`src/rtl/split_timer_pkg.sv`:
```
package split_timer_pkg;

    typedef enum logic [1:0] {
        MODE_DUAL_TMR = 2'd0,
        MODE_TMR_EVT  = 2'd1,
        MODE_WIDE_TMR = 2'd2,
        MODE_WIDE_EVT = 2'd3
    } tmr_mode_e;

    localparam int unsigned ADDR_W = 3;

    localparam logic [ADDR_W-1:0] A_CTRL  = 3'd0;
    localparam logic [ADDR_W-1:0] A_PRESC = 3'd1;
    localparam logic [ADDR_W-1:0] A_MLO   = 3'd2;
    localparam logic [ADDR_W-1:0] A_MHI   = 3'd3;
    localparam logic [ADDR_W-1:0] A_CLO   = 3'd4;
    localparam logic [ADDR_W-1:0] A_CHI   = 3'd5;
    localparam logic [ADDR_W-1:0] A_PLO   = 3'd6;
    localparam logic [ADDR_W-1:0] A_PHI   = 3'd7;

    typedef struct packed {
        logic       clr_hi;
        logic       clr_lo;
        logic [2:0] spare;
        logic       run;
        tmr_mode_e  mode;
    } ctrl_wr_t;

endpackage

```
`src/rtl/split_timer_presc.sv`:
```
module split_timer_presc #(
    parameter int unsigned PRE_W = 8
) (
    input  logic             clk,
    input  logic             rst_n,
    input  logic             run,
    input  logic [PRE_W-1:0] reload,
    output logic             tick
);

    logic [PRE_W-1:0] pcnt_q;

    // Down-counter: held at the reload value while stopped, reloads after reaching zero.
    always_ff @(posedge clk or negedge rst_n) begin
        if (!rst_n) begin
            pcnt_q <= '0;
        end else if (!run || pcnt_q == '0) begin
            pcnt_q <= reload;
        end else begin
            pcnt_q <= pcnt_q - PRE_W'(1);
        end
    end

    assign tick = run && (pcnt_q == '0);

endmodule

```
`src/rtl/split_timer_edge.sv`:
```
module split_timer_edge (
    input  logic clk,
    input  logic rst_n,
    input  logic pin,
    output logic rise
);

    logic [2:0] sh_q;

    // Two synchronizing stages followed by one history stage for edge detection.
    always_ff @(posedge clk or negedge rst_n) begin
        if (!rst_n) begin
            sh_q <= '0;
        end else begin
            sh_q <= {sh_q[1:0], pin};
        end
    end

    assign rise = sh_q[1] & ~sh_q[2];

endmodule

```
`src/rtl/split_timer.sv`:
```
module split_timer
    import split_timer_pkg::*;
#(
    parameter int unsigned HALF_W = 8,
    parameter int unsigned PRE_W  = 8
) (
    input  logic              clk,
    input  logic              rst_n,
    input  logic              wr_en,
    input  logic [2:0]        wr_addr,
    input  logic [HALF_W-1:0] wr_data,
    input  logic [2:0]        rd_addr,
    output logic [HALF_W-1:0] rd_data,
    input  logic              cap_lo_pin,
    input  logic              cap_hi_pin,
    output logic              irq_lo,
    output logic              irq_hi
);

    localparam int unsigned WIDE_W = 2 * HALF_W;
    localparam int unsigned NPINS  = 2;

    tmr_mode_e         mode_q;
    logic              run_q;
    logic [PRE_W-1:0]  presc_q;
    logic [HALF_W-1:0] mlo_q, mhi_q;
    logic [HALF_W-1:0] cnt_lo, cnt_hi;
    logic [HALF_W-1:0] cap_lo, cap_hi;
    logic              irq_lo_q, irq_hi_q;

    logic              tick;
    logic [NPINS-1:0]  pins, rises;
    logic              rise_a, rise_b;

    logic              wide, inc_lo, inc_hi, hit_lo, hit_hi;
    logic              cap_lo_en, cap_hi_en;
    logic [HALF_W-1:0] nxt_lo, nxt_hi;
    logic [WIDE_W-1:0] wide_plus;
    ctrl_wr_t          ctrl_w;
    logic              unused_wr;

    assign ctrl_w    = ctrl_wr_t'(wr_data[7:0]);
    assign unused_wr = ^wr_data;

    split_timer_presc #(.PRE_W(PRE_W)) u_presc (
        .clk    (clk),
        .rst_n  (rst_n),
        .run    (run_q),
        .reload (presc_q),
        .tick   (tick)
    );

    assign pins = {cap_hi_pin, cap_lo_pin};

    for (genvar g = 0; g < NPINS; g++) begin : g_sync
        split_timer_edge u_edge (
            .clk   (clk),
            .rst_n (rst_n),
            .pin   (pins[g]),
            .rise  (rises[g])
        );
    end

    assign rise_a = rises[0];
    assign rise_b = rises[1];

    // State register: mode and run, changed only by a control write.
    always_ff @(posedge clk or negedge rst_n) begin
        if (!rst_n) begin
            mode_q <= MODE_DUAL_TMR;
            run_q  <= 1'b0;
        end else if (wr_en && wr_addr == A_CTRL) begin
            mode_q <= ctrl_w.mode;
            run_q  <= ctrl_w.run;
        end
    end

    // Output logic: what each half does in the current mode.
    always_comb begin
        wide   = 1'b0;
        inc_lo = 1'b0;
        inc_hi = 1'b0;
        unique case (mode_q)
            MODE_DUAL_TMR: begin inc_lo = tick;   inc_hi = tick;   end
            MODE_TMR_EVT:  begin inc_lo = tick;   inc_hi = rise_b; end
            MODE_WIDE_TMR: begin inc_lo = tick;   wide   = 1'b1;   end
            MODE_WIDE_EVT: begin inc_lo = rise_b; wide   = 1'b1;   end
        endcase
        inc_lo    = inc_lo & run_q;
        inc_hi    = inc_hi & run_q;
        wide_plus = {cnt_hi, cnt_lo} + WIDE_W'(1);
        hit_lo    = inc_lo && !wide && (cnt_lo == mlo_q);
        hit_hi    = wide ? (inc_lo && ({cnt_hi, cnt_lo} == {mhi_q, mlo_q}))
                         : (inc_hi && (cnt_hi == mhi_q));
        nxt_lo    = cnt_lo;
        nxt_hi    = cnt_hi;
        if (wide) begin
            if (hit_hi) begin
                nxt_lo = '0;
                nxt_hi = '0;
            end else if (inc_lo) begin
                {nxt_hi, nxt_lo} = wide_plus;
            end
        end else begin
            if (hit_lo)      nxt_lo = '0;
            else if (inc_lo) nxt_lo = cnt_lo + HALF_W'(1);
            if (hit_hi)      nxt_hi = '0;
            else if (inc_hi) nxt_hi = cnt_hi + HALF_W'(1);
        end
        cap_lo_en = rise_a;
        cap_hi_en = wide ? rise_a : rise_b;
    end

    always_ff @(posedge clk or negedge rst_n) begin
        if (!rst_n) begin
            presc_q  <= '0;
            mlo_q    <= '0;
            mhi_q    <= '0;
            cnt_lo   <= '0;
            cnt_hi   <= '0;
            cap_lo   <= '0;
            cap_hi   <= '0;
            irq_lo_q <= 1'b0;
            irq_hi_q <= 1'b0;
        end else begin
            if (wr_en && wr_addr == A_PRESC) presc_q <= wr_data[PRE_W-1:0];
            if (wr_en && wr_addr == A_MLO)   mlo_q   <= wr_data;
            if (wr_en && wr_addr == A_MHI)   mhi_q   <= wr_data;
            cnt_lo <= nxt_lo;
            cnt_hi <= nxt_hi;
            if (cap_lo_en) cap_lo <= cnt_lo;
            if (cap_hi_en) cap_hi <= cnt_hi;
            irq_lo_q <= hit_lo | (irq_lo_q & ~(wr_en && wr_addr == A_CTRL && ctrl_w.clr_lo));
            irq_hi_q <= hit_hi | (irq_hi_q & ~(wr_en && wr_addr == A_CTRL && ctrl_w.clr_hi));
        end
    end

    assign irq_lo = irq_lo_q;
    assign irq_hi = irq_hi_q;

    always_comb begin
        rd_data = '0;
        unique case (rd_addr)
            A_CTRL:  rd_data[7:0] = {irq_hi_q, irq_lo_q, 3'b000, run_q, mode_q};
            A_PRESC: rd_data[PRE_W-1:0] = presc_q;
            A_MLO:   rd_data = mlo_q;
            A_MHI:   rd_data = mhi_q;
            A_CLO:   rd_data = cnt_lo;
            A_CHI:   rd_data = cnt_hi;
            A_PLO:   rd_data = cap_lo;
            A_PHI:   rd_data = cap_hi;
        endcase
    end

endmodule

```
`config.mk`:
```
export PLATFORM = sky130hd
export DESIGN_NAME = split_timer
export DESIGN_NICKNAME = d
export VERILOG_FILES = /design/src/rtl/split_timer_pkg.sv /design/src/rtl/split_timer_presc.sv /design/src/rtl/split_timer_edge.sv /design/src/rtl/split_timer.sv
export SDC_FILE = /design/constraint.sdc
export NUM_CORES = 1
export LEC_CHECK = 0
export BUFFER_PORTS_ARGS = -buffer_cell sky130_fd_sc_hd__buf_2
export CORE_ASPECT_RATIO = 2
export CORE_UTILIZATION = 45
export CTS_BUF_LIST = sky130_fd_sc_hd__clkbuf_4 sky130_fd_sc_hd__clkbuf_8
export DETAILED_ROUTE_END_ITERATION = 16
export PLACE_DENSITY = 0.68
export SLEW_MARGIN = 10
export SYNTH_ARGS = -nofsm -noshare
export SYNTH_HDL_FRONTEND = slang
export SYNTH_SLANG_ARGS = --single-unit
```
`constraint.sdc`:
```
create_clock -name clk -period 2.45 [get_ports clk]
set_input_delay 0.245 -clock clk [delete_from_list [all_inputs] [get_ports clk]]
set_output_delay 0.245 -clock clk [all_outputs]
set_load 0.01 [all_outputs]
```
==> summary.md <==
| Metric | Value |
|---|---|
| Design Power | 3.75 mW |
| Core Rows | 48 |
| Final Net Count | 434 |
| First-pass GRT wire length | 16,000 µm |
| CTS resizes | 0 |
| Routed vias/inst | 5.81 |
| Congestion Overflow GR | 0 |
| Status | finished, final reports clean |
| Hold Path Class | input pin to asynchronous set/reset pin |
| RD Place Congestion | 0.923 |
| Final instance area | 0.00450 mm² |
| Critical Path Start | u_presc.pcnt_q[0] |
| Cell area after synthesis | 0.00399 mm² |
| Ys flop type | dfrtp_1 |
| Peak VDD IR | 327 µV |
| Clk Latency, worst-skew pair | 0.36 ns |
| Post-route antenna net violation count | 0 |
| TNS Setup | 0 ns |
| Area of the multi-input gates | 0.00197 mm² |
| Post-synth cell types | 54 |
| Post-synth EDFFs | 0 |
| Number of global-route vias before repair | 3,062 |
| Final WS setup | 0.271 ns |
| Number of CTS-inserted buffers | 9 |
| Min cycle time layout | 2.18 ns |
| Tcrit/Tclk final | 88.9% |
| Final Max Tran Viols | 0 |
| Syn nets | 400 |
| CP endpoint kind | flop |
| Syn_area_per_cell | 10.6 µm² |
| Post-synthesis xor/xnor area fraction | 7.47% |
| Routed length per instance | 20.2 µm |
| Setup Viol. Count Final | 0 |
| Vias | 3,000 |
| CTS tree | yes |
| Area grow syn2layout | 12.9% |
| Slew @ Worst Pin | 0.947 ns |
| Commonest non-fill, non-tap cell in the layout | dfrtp_1 |
| Initial Utilization | 46.4% |
| Clock skew | 0.00986 ns |
| Post-CTS Setup Inserts | 0 |
| Placed instance area | 0.00428 mm² |
| HPWL after DPL | 7840 µm |
| Fillcell total | 774 |
| Core Box Area | 0.00859 mm² |
| Yosys reg bits | 75 |
| Drt first pass iters | 4 |
| CTS clk-pin slew, worst paths | 0.08 ns |
| Number of buffers added on ports | 28 |
| Total Wirelength | 10,400 µm |
| Chip Height | 135 µm |
| Sink Count | 75 |
| Antenna violations before repair | 0 |
| Fmax | 459 MHz |
| Post-Synth Adder-Cell Area | 1.26% |
| Placed Cells | 498 |
| Crit Path Category | flop to flop |
| H-tree levels | 3 |
| Sequential share of the synthesized area | 47.1% |
| Die ar. | 0.00926 mm² |
| P_leak | 2.04 nW |
| Layout cells sized above 1 | 27.2% |
| Critical Path RT | 2.66 ns |
| Grt peak-use layer | met2 |
| Syn Inst Count | 377 |
| Met3 Usage GRT | 4.81% |
| Main combinational cell family by area after synthesis | simple AND/OR/NAND/NOR gates |
| Commonest cells after routing, fill and taps aside | dfrtp_1 (75), mux2_2 (41), nand2_1 (34), buf_2 (27), nor2_1 (26) |
| Unrepaired setup endpoints after global routing | false |
| Crit Reg-Reg Startpoint | u_presc.pcnt_q[0] |
| Max Cap Viol | 0 |
| Largest net degree at the start of global routing | 76 |
| Max Fanout on Critical Path | 11 |
| # diodes | 0 |
| Clock root buffer | clkbuf_8 |
| Longest Clk Path Bufs | 2 |
| Final hold viol count | 0 |
| CP Launch Type | flop |
| Met1 Use GR | 25.6% |
| Reg area | 0.00188 mm² |
| GR Util met2 | 41.9% |
| Drc violations | 0 |
| Fin cells | 516 |
| GRT Util Overall | 25.2% |
| Syn. warnings | 0 |
| Ys async rst share | 100% |
| Proportion of synthesized area in mux cells | 15.0% |
| P per Cell Area | 834 mW/mm² |
| Critical path arrival | 2.39 ns |
| Pre-CTS WS | 0.295 ns |
| Slew HR | 36.9% |
| Post-synthesis compound-gate area fraction | 9.98% |
| Initial DRC count | 165 |
| Top Ports | 29 |
| Synth Area in Simple Gates | 15.4% |
| Die width | 68.6 µm |
## registers in the layout (all words and copies together) (netlist names), 8 cells and up
signal / cells
u_presc.pcnt_q: 8
cap_lo: 8
cap_hi: 8
cnt_lo: 8
mhi_q: 8
presc_q: 8
cnt_hi: 8
mlo_q: 8
## worst paths after layout
path	endpoint	slack (ns)	depth (start not counted)
setup reg to reg	cnt_lo[1]	0.27	7
min in group clk	mlo_q[7]	0.15	3
setup / recovery	cnt_lo[1]	0.27	7
max in group asynchronous	presc_q[3]	1.80	1
hold reg to reg	g_sync[1].u_edge.sh_q[1]	0.36	0
hold / removal	presc_q[7]	0.009	1
## synth_stat cells (all sizes together) (8+ instances only)
cell	n	share of area, %
clkbuf	12	1.2
nor3	8	1.3
xnor2	9	2.0
nand2	34	3.2
nor2	26	2.4
dfrtp	75	47
mux2	41	12
xor2	25	5.5
buf	11	1.5
o21ai	23	2.9
a21oi	8	1.3
inv	12	1.1
nand4	10	1.6
## layout make-up
class                   instances  share of cell area [%]
well taps                     100                    2.78
repair buffers                 46                    6.28
flip-flops and latches         75                    41.7
multi-input cells             267                    43.8
inverters                      12                    1.00
clock buffers                  11                    3.23
clock inverters                 5                    1.17
## worst max-delay path, stage by stage (launching register included)
cell      delay, ns
dfrtp_1        0.40
inv_1          0.09
ha_1           0.17
nor3b_1        0.25
a32oi_1        0.35
nand3b_1       0.31
a21oi_2        0.34
o31ai_1        0.11
## report_power, final
group / internal, mW / switching, mW
Combinational: 0.474 / 0.521
Clock: 0.504 / 0.448
Sequential: 1.49 / 0.317
## layer usage
layer,vias to the layer above,share of wire [%]
met1,1464,36
met3,46,3.1
met4,0,8.0
met5,-,0
li1,1410,-
met2,80,53
## timing repair
item / CTS / global route
endpoints found under the setup margin: 0 / 0
hold endpoints to repair: 2 / 0
hold buffers: 2 / 0
## per-stage QoR
step | hold slack (ns) | utilization [%]
after floorplan | -0.0506 | -
after global placement | 0.335 | 49.9
after detailed placement | 0.340 | 49.9
after CTS | 0.0547 | 52.4
after global routing | 0.0886 | 52.4
final | 0.00863 | 52.4
## kinds of logic (layout without fill, tap and decap cells)
family	after synthesis	after routing
muxes	51	51
buffers and inverters	35	74
AOI/OAI and AO/OA	61	61
xor gates and xnor gates	34	34
adders and majority gates	4	4
DFF	75	75
and+or+nand+nor	117	117
No activity file was read; power rests on OpenSTA's default activity.
